==> src/rtl/uart_rx_pkg.sv <==
package uart_rx_pkg;
  typedef enum logic [1:0] {
    RX_IDLE  = 2'd0,
    RX_START = 2'd1,
    RX_DATA  = 2'd2,
    RX_STOP  = 2'd3
  } rx_state_e;

  function automatic logic maj3(input logic a, input logic b, input logic c);
    return (a & b) | (a & c) | (b & c);
  endfunction
endpackage

==> src/rtl/uart_rx_sampler.sv <==
module uart_rx_sampler
  import uart_rx_pkg::*;
#(
  parameter int DATA_BITS = 8,
  parameter int OVS       = 16
) (
  input  logic                 clk_i,
  input  logic                 rst_ni,
  input  logic                 tick_i,
  input  logic                 line_i,
  output logic                 done_o,
  output logic [DATA_BITS-1:0] byte_o,
  output logic                 noise_o,
  output logic                 ferr_o
);
  localparam int SUB_W = $clog2(OVS);
  localparam int CNT_W = $clog2(DATA_BITS + 1);
  localparam logic [SUB_W-1:0] S_A   = SUB_W'(OVS / 2 - 1);
  localparam logic [SUB_W-1:0] S_B   = SUB_W'(OVS / 2);
  localparam logic [SUB_W-1:0] S_C   = SUB_W'(OVS / 2 + 1);
  localparam logic [SUB_W-1:0] S_END = SUB_W'(OVS - 1);
  localparam logic [CNT_W-1:0] N_BITS = CNT_W'(DATA_BITS);

  rx_state_e             state_q;
  logic [SUB_W-1:0]      sub_q;
  logic [CNT_W-1:0]      cnt_q;
  logic [DATA_BITS-1:0]  shift_q;
  logic                  s_a_q, s_b_q, noise_acc_q, last_hi_q;
  logic                  vote, split;

  assign vote   = maj3(s_a_q, s_b_q, line_i);
  assign split  = (s_a_q != s_b_q) || (s_b_q != line_i);
  assign byte_o = shift_q;

  always_ff @(posedge clk_i or negedge rst_ni) begin
    if (!rst_ni) begin
      state_q     <= RX_IDLE;
      sub_q       <= '0;
      cnt_q       <= '0;
      shift_q     <= '0;
      s_a_q       <= 1'b1;
      s_b_q       <= 1'b1;
      noise_acc_q <= 1'b0;
      last_hi_q   <= 1'b0;
      done_o      <= 1'b0;
      noise_o     <= 1'b0;
      ferr_o      <= 1'b0;
    end else begin
      done_o <= 1'b0;
      if (tick_i) begin
        if (state_q == RX_IDLE) begin
          last_hi_q <= line_i;
          if (last_hi_q && !line_i) begin
            state_q     <= RX_START;
            sub_q       <= SUB_W'(1);  // edge tick is sub-bit 0
            noise_acc_q <= 1'b0;
            cnt_q       <= '0;
          end
        end else begin
          sub_q <= (sub_q == S_END) ? '0 : sub_q + 1'b1;
          if (sub_q == S_A) s_a_q <= line_i;
          if (sub_q == S_B) s_b_q <= line_i;
          if (sub_q == S_C) begin
            unique case (state_q)
              RX_START: begin
                if (vote) begin
                  state_q   <= RX_IDLE;  // false start
                  last_hi_q <= 1'b1;
                end else begin
                  noise_acc_q <= split;
                end
              end
              RX_DATA: begin
                shift_q     <= {vote, shift_q[DATA_BITS-1:1]};
                noise_acc_q <= noise_acc_q | split;
                cnt_q       <= cnt_q + 1'b1;
              end
              RX_STOP: begin
                done_o    <= 1'b1;
                noise_o   <= noise_acc_q | split;
                ferr_o    <= !vote;
                last_hi_q <= vote;
                state_q   <= RX_IDLE;
              end
              default: ;
            endcase
          end
          if (sub_q == S_END) begin
            if (state_q == RX_START) state_q <= RX_DATA;
            else if (state_q == RX_DATA && cnt_q == N_BITS) state_q <= RX_STOP;
          end
        end
      end
    end
  end
endmodule

==> src/rtl/uart_rx_idle.sv <==
module uart_rx_idle #(
  parameter int OVS       = 16,
  parameter int IDLE_BITS = 10
) (
  input  logic clk_i,
  input  logic rst_ni,
  input  logic tick_i,
  input  logic line_i,
  output logic idle_set_o
);
  localparam int LIMIT = OVS * IDLE_BITS;
  localparam int CW    = $clog2(LIMIT + 1);
  localparam logic [CW-1:0] LAST = CW'(LIMIT - 1);

  logic [CW-1:0] hi_cnt_q;
  logic          armed_q;

  always_ff @(posedge clk_i or negedge rst_ni) begin
    if (!rst_ni) begin
      hi_cnt_q   <= '0;
      armed_q    <= 1'b0;
      idle_set_o <= 1'b0;
    end else begin
      idle_set_o <= 1'b0;
      if (tick_i) begin
        if (!line_i) begin
          hi_cnt_q <= '0;
          armed_q  <= 1'b1;
        end else if (armed_q) begin
          if (hi_cnt_q == LAST) begin
            idle_set_o <= 1'b1;
            armed_q    <= 1'b0;
            hi_cnt_q   <= '0;
          end else begin
            hi_cnt_q <= hi_cnt_q + 1'b1;
          end
        end
      end
    end
  end
endmodule

==> src/rtl/uart_rx_flags.sv <==
module uart_rx_flags #(
  parameter int DATA_BITS = 8
) (
  input  logic                 clk_i,
  input  logic                 rst_ni,
  input  logic                 done_i,
  input  logic [DATA_BITS-1:0] byte_i,
  input  logic                 noise_i,
  input  logic                 ferr_i,
  input  logic                 idle_set_i,
  input  logic                 stat_rd_i,
  input  logic                 data_rd_i,
  output logic [DATA_BITS-1:0] data_o,
  output logic                 full_o,
  output logic                 ovr_o,
  output logic                 noise_o,
  output logic                 ferr_o,
  output logic                 idle_o
);
  logic stat_seen_q, clr, full_left;

  assign clr       = data_rd_i && stat_seen_q;
  assign full_left = full_o && !clr;

  always_ff @(posedge clk_i or negedge rst_ni) begin
    if (!rst_ni) begin
      stat_seen_q <= 1'b0;
      data_o      <= '0;
      full_o      <= 1'b0;
      ovr_o       <= 1'b0;
      noise_o     <= 1'b0;
      ferr_o      <= 1'b0;
      idle_o      <= 1'b0;
    end else begin
      if (data_rd_i)      stat_seen_q <= 1'b0;
      else if (stat_rd_i) stat_seen_q <= 1'b1;

      full_o  <= full_left;
      ovr_o   <= ovr_o && !clr;
      noise_o <= noise_o && !clr;
      ferr_o  <= ferr_o && !clr;
      idle_o  <= (idle_o && !clr) || idle_set_i;

      if (done_i) begin
        if (full_left) begin
          ovr_o <= 1'b1;  // new byte dropped, held byte kept
        end else begin
          data_o  <= byte_i;
          full_o  <= 1'b1;
          noise_o <= noise_i;
          ferr_o  <= ferr_i;
        end
      end
    end
  end
endmodule

==> src/rtl/uart_rx_status.sv <==
module uart_rx_status #(
  parameter int DATA_BITS = 8,
  parameter int OVS       = 16,
  parameter int IDLE_BITS = 10
) (
  input  logic                 clk_i,
  input  logic                 rst_ni,
  input  logic                 rxd_i,
  input  logic                 tick_i,
  input  logic                 stat_rd_i,
  input  logic                 data_rd_i,
  input  logic                 rx_ie_i,
  input  logic                 idle_ie_i,
  output logic [DATA_BITS-1:0] data_o,
  output logic                 full_o,
  output logic                 ovr_o,
  output logic                 noise_o,
  output logic                 ferr_o,
  output logic                 idle_o,
  output logic                 irq_o
);
  logic [1:0]           sync_q;
  logic                 line;
  logic                 done;
  logic [DATA_BITS-1:0] rx_byte;
  logic                 rx_noise, rx_ferr, idle_set;

  always_ff @(posedge clk_i or negedge rst_ni) begin
    if (!rst_ni) sync_q <= 2'b11;
    else         sync_q <= {sync_q[0], rxd_i};
  end
  assign line = sync_q[1];

  uart_rx_sampler #(.DATA_BITS(DATA_BITS), .OVS(OVS)) u_sampler (
    .clk_i  (clk_i),
    .rst_ni (rst_ni),
    .tick_i (tick_i),
    .line_i (line),
    .done_o (done),
    .byte_o (rx_byte),
    .noise_o(rx_noise),
    .ferr_o (rx_ferr)
  );

  uart_rx_idle #(.OVS(OVS), .IDLE_BITS(IDLE_BITS)) u_idle (
    .clk_i     (clk_i),
    .rst_ni    (rst_ni),
    .tick_i    (tick_i),
    .line_i    (line),
    .idle_set_o(idle_set)
  );

  uart_rx_flags #(.DATA_BITS(DATA_BITS)) u_flags (
    .clk_i     (clk_i),
    .rst_ni    (rst_ni),
    .done_i    (done),
    .byte_i    (rx_byte),
    .noise_i   (rx_noise),
    .ferr_i    (rx_ferr),
    .idle_set_i(idle_set),
    .stat_rd_i (stat_rd_i),
    .data_rd_i (data_rd_i),
    .data_o    (data_o),
    .full_o    (full_o),
    .ovr_o     (ovr_o),
    .noise_o   (noise_o),
    .ferr_o    (ferr_o),
    .idle_o    (idle_o)
  );

  assign irq_o = (rx_ie_i && (full_o || ovr_o)) || (idle_ie_i && idle_o);
endmodule

==> config.mk <==
export PLATFORM = sky130hd
export DESIGN_NAME = uart_rx_status
export DESIGN_NICKNAME = d
export VERILOG_FILES = /design/src/rtl/uart_rx_pkg.sv /design/src/rtl/uart_rx_sampler.sv /design/src/rtl/uart_rx_idle.sv /design/src/rtl/uart_rx_flags.sv /design/src/rtl/uart_rx_status.sv
export SDC_FILE = /design/constraint.sdc
export NUM_CORES = 1
export LEC_CHECK = 0
export ABC_AREA = 1
export BUFFER_PORTS_ARGS = -buffer_cell sky130_fd_sc_hd__buf_2
export CAP_MARGIN = 20
export CORE_MARGIN = 4
export CORE_UTILIZATION = 50
export DETAILED_ROUTE_END_ITERATION = 16
export GPL_ROUTABILITY_DRIVEN = 1
export PLACE_DENSITY = 0.73
export SYNTH_ARGS = -nofsm -noshare
export SYNTH_HDL_FRONTEND = slang
export SYNTH_SLANG_ARGS = --single-unit
==> constraint.sdc <==
create_clock -name clk_i -period 1.89 [get_ports clk_i]
set_input_delay 0.378 -clock clk_i [delete_from_list [all_inputs] [get_ports clk_i]]
set_output_delay 0.378 -clock clk_i [all_outputs]
set_load 0.02 [all_outputs]
# [After elaboration in Yosys (flattened, before gate mapping)]
# Cells that the tools add are included.
# W data, S select, Z words.
[word_totals] register_bits=51 in_bits=8 out_inout_bits=14 wordCells=128
[classes] addsub=3 n_eq_ne=15 mux=47 n_bitwise=8 reduce_logical=33
[op_table] op="$mux W4" n=7
[op_table] op="$mux W1" n=27
[op_table] op="$mux W8" n=3
[op_table] op="$eq A4 B4 Y1 const B" n=4
[op_table] op="$reduce_and A4 Y1" n=4
[op_table] op="$mux W2" n=7
[op_table] op="$logic_and A1 B1 Y1" n=10
[op_table] op="$add A4 B1 Y4 const B" n=2
[op_table] op="$add A8 B1 Y8 const B" n=1
[op_table] op="$eq A8 B8 Y1 const B" n=1
[op_table] op="$reduce_and A2 Y1" n=3
[op_table] op="$reduce_and A3 Y1" n=2
[op_table] op="$reduce_bool A2 Y1" n=3
[op_table] op="$reduce_bool A3 Y1" n=2
[op_table] op="$reduce_and A5 Y1" n=1
[op_table] op="$eq A2 B2 Y1 const B" n=2
[op_table] op="$eq A4 B3 Y1 const B" n=1
[op_table] op="$logic_or A1 B1 Y1" n=4
[op_table] op="$pmux W1 S2" n=2
[op_table] op="$pmux W2 S2" n=1
[op_table] op="$and A1 B1 Y1" n=3
[op_table] op="$logic_not A1 Y1" n=3
[op_table] op="$ne A3 B1 Y1 const B" n=1
[op_table] op="$ne A3 B3 Y1 const B" n=1
[op_table] op="other kinds (7)" n=11

# [Logic depth before layout (Yosys ltp)]
# Gate-level depths: netlist of the first run.
[depth] word_depth=10 depth_mapped=10

# [Cells and area by module]
# A second synthesis of the first run with hierarchy kept.
[hier_totals] hier_cells=298 area_unflattened_um2=2532.4
[by_module_without_submodules] mod="uart_rx_sampler" instances=1 cells_per_inst=155 area_per_inst_um2=1303.8 seq_area_each_um2=628.1
[by_module_without_submodules] mod="uart_rx_idle" instances=1 cells_per_inst=80 area_per_inst_um2=594.3 seq_area_each_um2=250.2
[by_module_without_submodules] mod="uart_rx_flags" instances=1 cells_per_inst=58 area_per_inst_um2=569.3 seq_area_each_um2=350.3
[by_module_without_submodules] mod="uart_rx_status" instances=1 cells_per_inst=5 area_per_inst_um2=65.1 seq_area_each_um2=52.6

# [Worst setup path before layout of the first run]
# OpenSTA, ideal clock, no wires.
[synth_path] path_kind="register -> register" from="register u_sampler.sub_q[1]" to="register u_sampler.noise_acc_q" setup_ns=0.116 arrival_time_ns=1.244 required_time_ns=1.774 setup_slack_ns=0.529 path_stages_with_launch=9 cell_sequence="dfrtp_1 -> inv_1 -> ha_1 -> nand3_1 -> nand2_2 -> nand2_4 -> or2_1 -> nand3_1 -> nand2_1"
[synth_between] elab_chain_len=3
[synth_lines] element="start, declared" line_no="uart_rx_sampler.sv:25" rtl="logic [SUB_W-1:0] sub_q;"
[synth_lines] element="start signal, assigned" line_no="uart_rx_sampler.sv:60" rtl="sub_q <= (sub_q == S_END) ? '0 : sub_q + 1'b1;"
[synth_lines] element="$eq A4 B4 Y1" line_no="uart_rx_sampler.sv:63" rtl="if (sub_q == S_C) begin"
[synth_lines] element="$reduce_bool A2 Y1 (no line)"
[synth_lines] element="$reduce_and A5 Y1 (no line)"
[synth_lines] element="end signal, assigned" line_no="uart_rx_sampler.sv:70" rtl="noise_acc_q <= split;"
[synth_lines] element="end signal, assigned" line_no="uart_rx_sampler.sv:75" rtl="noise_acc_q <= noise_acc_q | split;"
[synth_lines] element="end, declared" line_no="uart_rx_sampler.sv:28" rtl="logic s_a_q, s_b_q, noise_acc_q, last_hi_q;"
# No other way between the ends.
# A chain may end at the register's enable or synchronous reset.

# [Worst setup path in the final report of the first run]
[layout_path] from="register u_sampler.sub_q[1]" to="register u_sampler.shift_q[1] (netlist: u_sampler.byte_o[1])"
[layout_between] elab_chain_len=2
[layout_lines] element="$eq A4 B4 Y1" line_no="uart_rx_sampler.sv:63"
[layout_lines] element="$reduce_and A4 Y1 (no line)"
[layout_lines] element="end signal, assigned" line_no="uart_rx_sampler.sv:74" rtl="shift_q <= {vote, shift_q[DATA_BITS-1:1]};"
[layout_lines] element="end, declared" line_no="uart_rx_sampler.sv:27" rtl="logic [DATA_BITS-1:0] shift_q;"
# No other way between the ends.

==> impl_results.html, run 1 <==
<table>
<tr><th>Metric</th><th>Value</th></tr>
<tr><th colspan="2">Detailed routing</th></tr>
<tr><td>Iteration count of the initial detailed-routing pass</td><td>4</td></tr>
<tr><td>Final antenna-violating net count</td><td>0</td></tr>
<tr><td>Count of routing violations after the opening detailed-route iteration</td><td>89</td></tr>
<tr><td>Routed len/inst</td><td>11.6 um</td></tr>
<tr><td>Post-route DRC</td><td>0</td></tr>
<tr><td>Wire length after detailed routing</td><td>4.14 mm</td></tr>
<tr><td>Total number of vias</td><td>1815</td></tr>
<tr><td>Drt via density</td><td>5.11</td></tr>
<tr><th colspan="2">Power and ir drop</th></tr>
<tr><td>Power density cells</td><td>1320 nW/um^2</td></tr>
<tr><td>Worst vdd ir</td><td>0.000563 V</td></tr>
<tr><td>Portion of total power attributed to the clock network</td><td>0.211</td></tr>
<tr><td>Cell Int Power</td><td>2.25 mW</td></tr>
<tr><td>Power dissipated by switching net loads</td><td>1.27 mW</td></tr>
<tr><td>Post-layout total power</td><td>3.52 mW</td></tr>
<tr><td>Portion of total power attributed to combinational logic</td><td>0.311</td></tr>
<tr><td>Sequential power share</td><td>0.477</td></tr>
<tr><td>Sw Ratio</td><td>0.361</td></tr>
<tr><td>Total leakage power</td><td>1.40 nW</td></tr>
<tr><th colspan="2">CTS</th></tr>
<tr><td>Number of buffers inserted for hold repair after clock tree synthesis</td><td>0</td></tr>
<tr><td>TritonCTS clock tree</td><td>yes</td></tr>
<tr><td># Post-CTS Setup Buffers</td><td>0</td></tr>
<tr><td>Max Root-Sink Buffers</td><td>2</td></tr>
<tr><td>Clock slew at the register clock pins of the worst setup and hold paths</td><td>0.09 ns</td></tr>
<tr><td>Number of buffers created by CTS</td><td>5</td></tr>
<tr><td>Number of clock sinks seen by CTS</td><td>51</td></tr>
<tr><td>Number of instances resized during post-cts repair</td><td>0</td></tr>
<tr><td>Later-pin clock latency in the skew report</td><td>0.30 ns</td></tr>
<tr><td>CTS root buf</td><td>sky130_fd_sc_hd__clkbuf_8</td></tr>
<tr><td>H-tree levels</td><td>2</td></tr>
<tr><th colspan="2">Run status</th></tr>
<tr><td>Status</td><td>finished, final reports clean</td></tr>
<tr><th colspan="2">Floorplanning</th></tr>
<tr><td>Horiz. Die Dim</td><td>77.3 um</td></tr>
<tr><td>Die extent in y</td><td>77.3 um</td></tr>
<tr><td>Die outline area</td><td>5980 um^2</td></tr>
<tr><td>Initial cell density of the core</td><td>0.533</td></tr>
<tr><td>Number of top-level design ports</td><td>22</td></tr>
<tr><td>Placeable core region</td><td>4500 um^2</td></tr>
<tr><td>Std cell rows</td><td>24</td></tr>
<tr><th colspan="2">Critical path</th></tr>
<tr><td>Reg2reg start</td><td>u_sampler.sub_q[1]</td></tr>
<tr><td>WS Path Type</td><td>reg -&gt; reg</td></tr>
<tr><td>Reg2reg setup slack</td><td>0.39 ns</td></tr>
<tr><td>Endpoint of the lowest-slack register-to-register path</td><td>u_sampler.byte_o[1]</td></tr>
<tr><td>Data required time at the worst endpoint</td><td>2.13 ns</td></tr>
<tr><td>Maximum net fanout on the critical path</td><td>18</td></tr>
<tr><td>Arrival @ worst endpoint</td><td>1.73 ns</td></tr>
<tr><td>Critical path endpoint category</td><td>flip-flop</td></tr>
<tr><td>Worst reg-to-reg path cell count</td><td>8</td></tr>
<tr><td>Worst Setup Start Kind</td><td>flip-flop</td></tr>
<tr><th colspan="2">Finish</th></tr>
<tr><td>Area used by multi-input combinational logic</td><td>965 um^2</td></tr>
<tr><td>Final net count</td><td>318</td></tr>
<tr><td>Fraction of final layout cells sized beyond drive strength 1</td><td>0.165</td></tr>
<tr><td>Area added between synthesis and finish</td><td>11.5%</td></tr>
<tr><td>Number of fillers in the final layout</td><td>404</td></tr>
<tr><td>Design Area, Final</td><td>2680 um^2</td></tr>
<tr><td>Register area</td><td>1280 um^2</td></tr>
<tr><td>Diodes inserted</td><td>0</td></tr>
<tr><th colspan="2">Timing</th></tr>
<tr><td>Final Setup Violations</td><td>0</td></tr>
<tr><td>Minimum period implied by the final worst setup slack</td><td>1.50 ns</td></tr>
<tr><td>Highest clock rate</td><td>0.668 GHz</td></tr>
<tr><td>Count of final hold-check violations</td><td>0</td></tr>
<tr><td>Setup TNS Final</td><td>0 ns</td></tr>
<tr><td>Relative slew margins</td><td>0.669</td></tr>
<tr><td>Number of max-slew violations in the final report</td><td>0</td></tr>
<tr><td>Slew at the pin closest to its max-slew limit</td><td>0.495 ns</td></tr>
<tr><td>Post-route clock period utilization</td><td>0.792</td></tr>
<tr><td>Worst clock skew on the final layout</td><td>0.00613 ns</td></tr>
<tr><td>RSZ-0062 raised after global routing</td><td>no</td></tr>
<tr><th colspan="2">Logic synthesis</th></tr>
<tr><td>Synth warn</td><td>0</td></tr>
<tr><td>EDFF count, synth</td><td>0</td></tr>
<tr><td>Gate count after technology mapping</td><td>276</td></tr>
<tr><td>Mapped Nets</td><td>292</td></tr>
<tr><td>Unique masters post-synth</td><td>30</td></tr>
<tr><td>Simple-gate share of the synthesized area</td><td>0.237</td></tr>
<tr><td>Multiplexer fraction of the synthesized cell area</td><td>0</td></tr>
<tr><td>Top cell type by total area after synthesis</td><td>sky130_fd_sc_hd__dfrtp_1</td></tr>
<tr><td>Proportion of synthesized chip area in sequential cells</td><td>0.533</td></tr>
<tr><td>Number of register bits inferred by synthesis</td><td>51</td></tr>
<tr><td>Synthesized-area fraction occupied by xor and xnor cells</td><td>0.00729</td></tr>
<tr><td>Area contributors post-synth</td><td>sky130_fd_sc_hd__dfrtp_1 (49%), sky130_fd_sc_hd__nand2_1 (11%), sky130_fd_sc_hd__o21ai_0 (5.4%)</td></tr>
<tr><td>Share of the synthesized area in the top cell type</td><td>0.490</td></tr>
<tr><td>Synthesized area per cell</td><td>8.70 um^2</td></tr>
<tr><td>Post-synth ARST share</td><td>1.00</td></tr>
<tr><td>Synth Area in Adders</td><td>0.0417</td></tr>
<tr><td>Main combinational cell family by area after synthesis</td><td>simple AND/OR/NAND/NOR gates</td></tr>
<tr><td>Post-synthesis cell area</td><td>2400 um^2</td></tr>
<tr><td>Primary FF master, synth</td><td>sky130_fd_sc_hd__dfrtp_1</td></tr>
<tr><td>Compound-Gate Fraction of Synth Area</td><td>0.116</td></tr>
<tr><th colspan="2">GRT</th></tr>
<tr><td>Number of antenna violations at the first check in global routing</td><td>0</td></tr>
<tr><td>Number of global-route vias before repair</td><td>1671</td></tr>
<tr><td>Maximum number of pins on one net before global-route repair</td><td>33</td></tr>
<tr><td>Global-route wire length before repair</td><td>7.47 mm</td></tr>
<tr><td>Total GRT Usage</td><td>0.154</td></tr>
<tr><td>Total grt overflow</td><td>0</td></tr>
<tr><th colspan="2">Place</th></tr>
<tr><td>Final GP Congestion</td><td>0.866</td></tr>
<tr><td>I/O Buffers</td><td>21</td></tr>
<tr><td>Detail Placement HPWL</td><td>3.08 mm</td></tr>
<tr><td>Placed Area</td><td>2570 um^2</td></tr>
<tr><th colspan="2">Min path</th></tr>
<tr><td>Hold WC Path Type</td><td>in -&gt; async</td></tr>
<tr><th colspan="2">Job</th></tr>
<tr><td>Max cap viols</td><td>0</td></tr>
</table>
layout make-up:
| class | instances | share of cell area |
|---|---|---|
| Sequential cell | 51 | 0.479 |
| Multi-Input combinational cell | 187 | 0.360 |
| Inverter | 35 | 0.0491 |
| Timing Repair Buffer | 22 | 0.0467 |
| Clock buffer | 6 | 0.0271 |
| Tap cell | 52 | 0.0243 |
| Clock inverter | 2 | 0.0140 |
critical path: stages (launching register included):
cell and delay (ns):
sky130_fd_sc_hd__dfrtp_1 0.40, sky130_fd_sc_hd__inv_1 0.10, sky130_fd_sc_hd__ha_1 0.15, sky130_fd_sc_hd__nand3_1 0.17, sky130_fd_sc_hd__nand2_2 0.13, sky130_fd_sc_hd__nand2_4 0.08
sky130_fd_sc_hd__nor2_8 0.23, sky130_fd_sc_hd__nand2_1 0.09, sky130_fd_sc_hd__o21ai_1 0.08
sequential cells by signal, indices dropped and copies added (netlist names):
signal	flops
u_sampler.noise_acc_q	1
u_idle.hi_cnt_q	8
u_flags.stat_seen_q	1
u_idle.armed_q	1
u_flags.ovr_o	1
u_flags.noise_o	1
u_sampler.cnt_q	4
u_flags.full_o	1
u_sampler.sub_q	4
u_flags.ferr_o	1
u_sampler.s_b_q	1
u_sampler.ferr_o	1
u_sampler.last_hi_q	1
u_sampler.state_q	2
sync_q	2
u_idle.idle_set_o	1
u_sampler.byte_o	8
u_sampler.s_a_q	1
u_sampler.done_o	1
u_flags.data_o	8
u_flags.idle_o	1
u_sampler.noise_o	1
per-layer routing:
metal,vias up,track usage,wire length [um]
met4,0,0.0534,60
met2,47,0.243,1840
met5,-,0,0
li1,943,-,-
met1,818,0.210,2010
met3,7,0.0340,222
metrics by stage:
stage | util | hold WS [ns] | setup slack [ns] | cells
6_report | 0.594 | 0.0260 | 0.393 | 355
5_1_grt | 0.594 | 0.0497 | 0.171 | 355
4_1_cts | 0.594 | 0.0336 | 0.369 | 355
3_5_place_dp | 0.570 | 0.349 | 0.384 | 347
3_3_place_gp | 0.570 | 0.347 | 0.411 | 347
2_1_floorplan | - | 0.0824 | 0.529 | 276
cells in the mapped netlist (2+ instances only):
| library cell | instances |
|---|---|
| sky130_fd_sc_hd__inv_1 | 31 |
| sky130_fd_sc_hd__nand2_2 | 4 |
| sky130_fd_sc_hd__nor2_4 | 2 |
| sky130_fd_sc_hd__o21ai_0 | 26 |
| sky130_fd_sc_hd__o22ai_1 | 2 |
| sky130_fd_sc_hd__nand4_1 | 2 |
| sky130_fd_sc_hd__o31ai_1 | 2 |
| sky130_fd_sc_hd__o21ai_1 | 6 |
| sky130_fd_sc_hd__o21ai_2 | 2 |
| sky130_fd_sc_hd__inv_2 | 4 |
| sky130_fd_sc_hd__nand2_1 | 68 |
| sky130_fd_sc_hd__or2_2 | 2 |
| sky130_fd_sc_hd__a21oi_1 | 13 |
| sky130_fd_sc_hd__nor2_1 | 23 |
| sky130_fd_sc_hd__nand3_1 | 18 |
| sky130_fd_sc_hd__dfstp_2 | 4 |
| sky130_fd_sc_hd__ha_1 | 8 |
| sky130_fd_sc_hd__dfrtp_1 | 47 |
placed cells by master, fill, tap and decap left out, types with 2 or more instances in the layout:
master and n:
sky130_fd_sc_hd__dfrtp_1 47, sky130_fd_sc_hd__inv_2 4, sky130_fd_sc_hd__o31ai_1 2, sky130_fd_sc_hd__a21oi_1 13, sky130_fd_sc_hd__nand2_1 68, sky130_fd_sc_hd__inv_1 31, sky130_fd_sc_hd__or2_2 2, sky130_fd_sc_hd__o21ai_0 26
sky130_fd_sc_hd__nand3_1 18, sky130_fd_sc_hd__clkbuf_8 5, sky130_fd_sc_hd__buf_2 21, sky130_fd_sc_hd__o21ai_1 6, sky130_fd_sc_hd__nand2_2 4, sky130_fd_sc_hd__nor2_4 2, sky130_fd_sc_hd__o21ai_2 2, sky130_fd_sc_hd__dfstp_2 4
sky130_fd_sc_hd__nand4_1 2, sky130_fd_sc_hd__ha_1 8, sky130_fd_sc_hd__o22ai_1 2, sky130_fd_sc_hd__nor2_1 23
worst max-delay path by stage:
| stage | startpoint | to | slack, ns | cells past startpoint |
|---|---|---|---|---|
| 2_1_floorplan | u_sampler.sub_q[1] | u_sampler.noise_acc_q | 0.53 | 8 |
| 3_3_place_gp | u_sampler.sub_q[1] | u_sampler.byte_o[1] | 0.41 | 8 |
| 3_5_place_dp | u_sampler.sub_q[1] | u_sampler.cnt_q[0] | 0.38 | 8 |
| 4_1_cts | u_sampler.sub_q[0] | u_sampler.cnt_q[2] | 0.37 | 8 |
| 5_1_grt | u_idle.hi_cnt_q[0] | u_idle.hi_cnt_q[7] | 0.17 | 8 |
| 6_report | u_sampler.sub_q[1] | u_sampler.byte_o[1] | 0.39 | 8 |
cell families (layout without fill, tap and decap cells):
family | Yosys count | in the layout
buffers and inverters | 38 | 65
adders and majority gates | 8 | 8
xor gates and xnor gates | 2 | 2
DFF | 51 | 51
AOI/OAI and AO/OA | 52 | 52
and+or+nand+nor | 125 | 125
power by group through the flow:
| stage | Sequential, mW | Combinational, mW | Clock [mW] |
|---|---|---|---|
| after CTS | 1.68 | 1.12 | 0.777 |
| after floorplan | 1.78 | 0.713 | 0 |
| final | 1.68 | 1.10 | 0.744 |
| after global routing | 1.74 | 1.27 | 0.812 |
| after detailed placement | 1.70 | 1.11 | 0 |
| after global placement | 1.69 | 1.08 | 0 |
No activity file was read; power rests on OpenSTA's default activity.
==> run 2, diff against run 1 <==
Clock period 1.89 ns to 1.39 ns, I/O delays scaled along.
==> run 2 against run 1 <==
Net effect:
- non-clock buffer count grew 20
- cell count grew 6.2%
- wire length grew 15%
- fmax grew 8.1%
- combinational power grew 73%
- sequential cell count is the same
- global-route usage grew 1.7 points
- hold slack gained 0.031 ns
- core utilization grew 6.3 points
- count of clock-buffer cells in the layout is the same
- largest power group unchanged
==> impl_results.html, run 2 (synthesis results as in run 1) <==
<table>
<tr><th>Metric</th><th>Value</th></tr>
<tr><th colspan="2">GRT</th></tr>
<tr><td>Total grt overflow</td><td>0</td></tr>
<tr><td>Maximum number of pins on one net before global-route repair</td><td>21</td></tr>
<tr><td>Number of antenna violations at the first check in global routing</td><td>0</td></tr>
<tr><td>Number of global-route vias before repair</td><td>1939</td></tr>
<tr><td>Total GRT Usage</td><td>0.171</td></tr>
<tr><td>Global-route wire length before repair</td><td>8.37 mm</td></tr>
<tr><th colspan="2">Finish</th></tr>
<tr><td>Number of fillers in the final layout</td><td>371</td></tr>
<tr><td>Commonest non-fill, non-tap cells in the layout</td><td>sky130_fd_sc_hd__nand2_1 (64), sky130_fd_sc_hd__dfrtp_1 (46), sky130_fd_sc_hd__inv_1 (30)</td></tr>
<tr><td>Area added between synthesis and finish</td><td>23.2%</td></tr>
<tr><td>Final net count</td><td>340</td></tr>
<tr><td>Fraction of final layout cells sized beyond drive strength 1</td><td>0.268</td></tr>
<tr><td>Number of non-filler instances in the completed layout</td><td>377</td></tr>
<tr><td>Diodes inserted</td><td>0</td></tr>
<tr><td>Most frequent standard cell in the layout excluding fill and tap cells</td><td>sky130_fd_sc_hd__nand2_1</td></tr>
<tr><th colspan="2">Job</th></tr>
<tr><td>Max cap viols</td><td>0</td></tr>
<tr><th colspan="2">CTS</th></tr>
<tr><td>H-tree levels</td><td>2</td></tr>
<tr><td>Number of buffers created by CTS</td><td>5</td></tr>
<tr><td>Clock slew at the register clock pins of the worst setup and hold paths</td><td>0.09 ns</td></tr>
<tr><td>Number of clock sinks seen by CTS</td><td>51</td></tr>
<tr><td>CTS root buf</td><td>sky130_fd_sc_hd__clkbuf_8</td></tr>
<tr><td>Later-pin clock latency in the skew report</td><td>0.31 ns</td></tr>
<tr><td>TritonCTS clock tree</td><td>yes</td></tr>
<tr><td>Max Root-Sink Buffers</td><td>2</td></tr>
<tr><th colspan="2">Critical path</th></tr>
<tr><td>Cell with the largest stage delay on the worst path</td><td>sky130_fd_sc_hd__dfstp_2</td></tr>
<tr><td>Maximum net fanout on the critical path</td><td>6</td></tr>
<tr><td>WS Path Type</td><td>reg -&gt; reg</td></tr>
<tr><td>Critical path endpoint category</td><td>flip-flop</td></tr>
<tr><td>Buffering stage count on the worst path with inverters included</td><td>0</td></tr>
<tr><td>Crit path max-delay family</td><td>flip-flops</td></tr>
<tr><td>CP peak stage delay</td><td>0.61 ns</td></tr>
<tr><td>Data required time at the worst endpoint</td><td>1.60 ns</td></tr>
<tr><td>Worst Setup Start Kind</td><td>flip-flop</td></tr>
<tr><td>CP cell instances</td><td>ha_1 -&gt; nor2_2 -&gt; nand2_1 -&gt; o22ai_1 -&gt; o21ai_0</td></tr>
<tr><td>Arrival @ worst endpoint</td><td>1.60 ns</td></tr>
<tr><th colspan="2">Floorplanning</th></tr>
<tr><td>Std cell rows</td><td>24</td></tr>
<tr><td>Placeable core region</td><td>4500 um^2</td></tr>
<tr><td>Horiz. Die Dim</td><td>77.3 um</td></tr>
<tr><td>Die extent in y</td><td>77.3 um</td></tr>
<tr><td>Initial cell density of the core</td><td>0.533</td></tr>
<tr><td>Die outline area</td><td>5980 um^2</td></tr>
<tr><td>Number of top-level design ports</td><td>22</td></tr>
<tr><th colspan="2">Power and ir drop</th></tr>
<tr><td>Worst vdd ir</td><td>0.000779 V</td></tr>
<tr><td>Total leakage power</td><td>1.52 nW</td></tr>
<tr><td>Power density cells</td><td>1730 nW/um^2</td></tr>
<tr><th colspan="2">Detailed routing</th></tr>
<tr><td>Routed len/inst</td><td>12.6 um</td></tr>
<tr><td>Count of routing violations after the opening detailed-route iteration</td><td>57</td></tr>
<tr><td>Drt via density</td><td>5.15</td></tr>
<tr><td>Final antenna-violating net count</td><td>0</td></tr>
<tr><td>Top layer in use</td><td>met4</td></tr>
<tr><td>Routed wl met3</td><td>198 um</td></tr>
<tr><td>Post-route DRC</td><td>0</td></tr>
<tr><td>Iteration count of the initial detailed-routing pass</td><td>4</td></tr>
<tr><td>Wire length after detailed routing</td><td>4.76 mm</td></tr>
<tr><td>Routed length on met1</td><td>2.14 mm</td></tr>
<tr><td>Total number of vias</td><td>1943</td></tr>
<tr><td>Met2 Routed Length</td><td>2.33 mm</td></tr>
<tr><th colspan="2">Timing</th></tr>
<tr><td>RSZ-0062 raised after global routing</td><td>yes</td></tr>
<tr><td>Highest clock rate</td><td>0.722 GHz</td></tr>
<tr><td>Post-route clock period utilization</td><td>0.996</td></tr>
<tr><td>Minimum period implied by the final worst setup slack</td><td>1.39 ns</td></tr>
<tr><td>Relative slew margins</td><td>0.698</td></tr>
<tr><td>Worst setup margin</td><td>0.00494 ns</td></tr>
<tr><td>Slew at the pin closest to its max-slew limit</td><td>0.452 ns</td></tr>
<tr><td>Final Setup Violations</td><td>0</td></tr>
<tr><td>Worst clock skew on the final layout</td><td>0.0100 ns</td></tr>
<tr><td>Count of final hold-check violations</td><td>0</td></tr>
<tr><td>Number of max-slew violations in the final report</td><td>0</td></tr>
<tr><th colspan="2">Place</th></tr>
<tr><td>Placed cells</td><td>361</td></tr>
<tr><td>Post-placement setup slack</td><td>-0.0472 ns</td></tr>
<tr><td>Final GP Congestion</td><td>0.906</td></tr>
<tr><td>Detail Placement HPWL</td><td>3.30 mm</td></tr>
<tr><td>I/O Buffers</td><td>21</td></tr>
<tr><th colspan="2">Run status</th></tr>
<tr><td>Status</td><td>finished, final reports clean</td></tr>
<tr><th colspan="2">Min path</th></tr>
<tr><td>Hold WC Path Type</td><td>in -&gt; reg</td></tr>
</table>
[run 2: worst paths after layout]
check                      startpoint             endpoint  slack [ns]  cells past startpoint
max in group asynchronous      rst_ni            sync_q[1]        0.42                      3
max                         sync_q[1]  u_sampler.last_hi_q       0.005                      5
min reg2reg                 sync_q[0]            sync_q[1]        0.36                      0
min in group asynchronous      rst_ni     u_sampler.done_o        0.45                      2
min                             rxd_i            sync_q[0]        0.06                      1
max reg2reg                 sync_q[1]  u_sampler.last_hi_q       0.005                      5
[run 2: area by class of cell]
cell class,count,area [um^2],area share
Clock buffer,6,82.6,0.0279
Timing Repair Buffer,42,300,0.101
Inverter,35,136,0.0461
Clock inverter,2,16.3,0.00549
Sequential cell,51,1280,0.433
Multi-Input combinational cell,189,1080,0.364
Tap cell,52,65.1,0.0220
[run 2: routing by layer]
metal,up-vias,GRT usage
li1,985,-
met1,908,0.208
met2,39,0.303
met3,11,0.0328
met4,0,0.0552
met5,-,0
[run 2: repair_timing]
item	CTS	global route
pin swaps	3	12
buffers inserted	1	4
setup endpoints to repair	18	28
gates resized for setup	4	26
hold buffers	1	0
gates cloned	1	1
hold endpoints to repair	15	0
[run 2: power by group]
part	total (mW)	switching (mW)	internal (mW)
Combinational	1.90	1.12	0.775
Clock	0.904	0.497	0.407
Sequential	2.31	0.341	1.96
[run 2: per-stage QoR]
stage | utilization | TNS [ns] | total power, mW | instance area (um^2) | hold WS (ns)
final | 0.657 | 0 | 5.11 | 2960 | 0.0572
after global routing | 0.657 | -0.503 | 5.52 | 2960 | 0.0455
after CTS | 0.628 | 0 | 4.93 | 2830 | 0.0541
after detailed placement | 0.596 | -0.479 | 3.97 | 2690 | 0.251
after floorplan | - | 0 | 3.39 | 2400 | -0.0176
after global placement | 0.596 | -0.140 | 3.89 | 2690 | 0.254
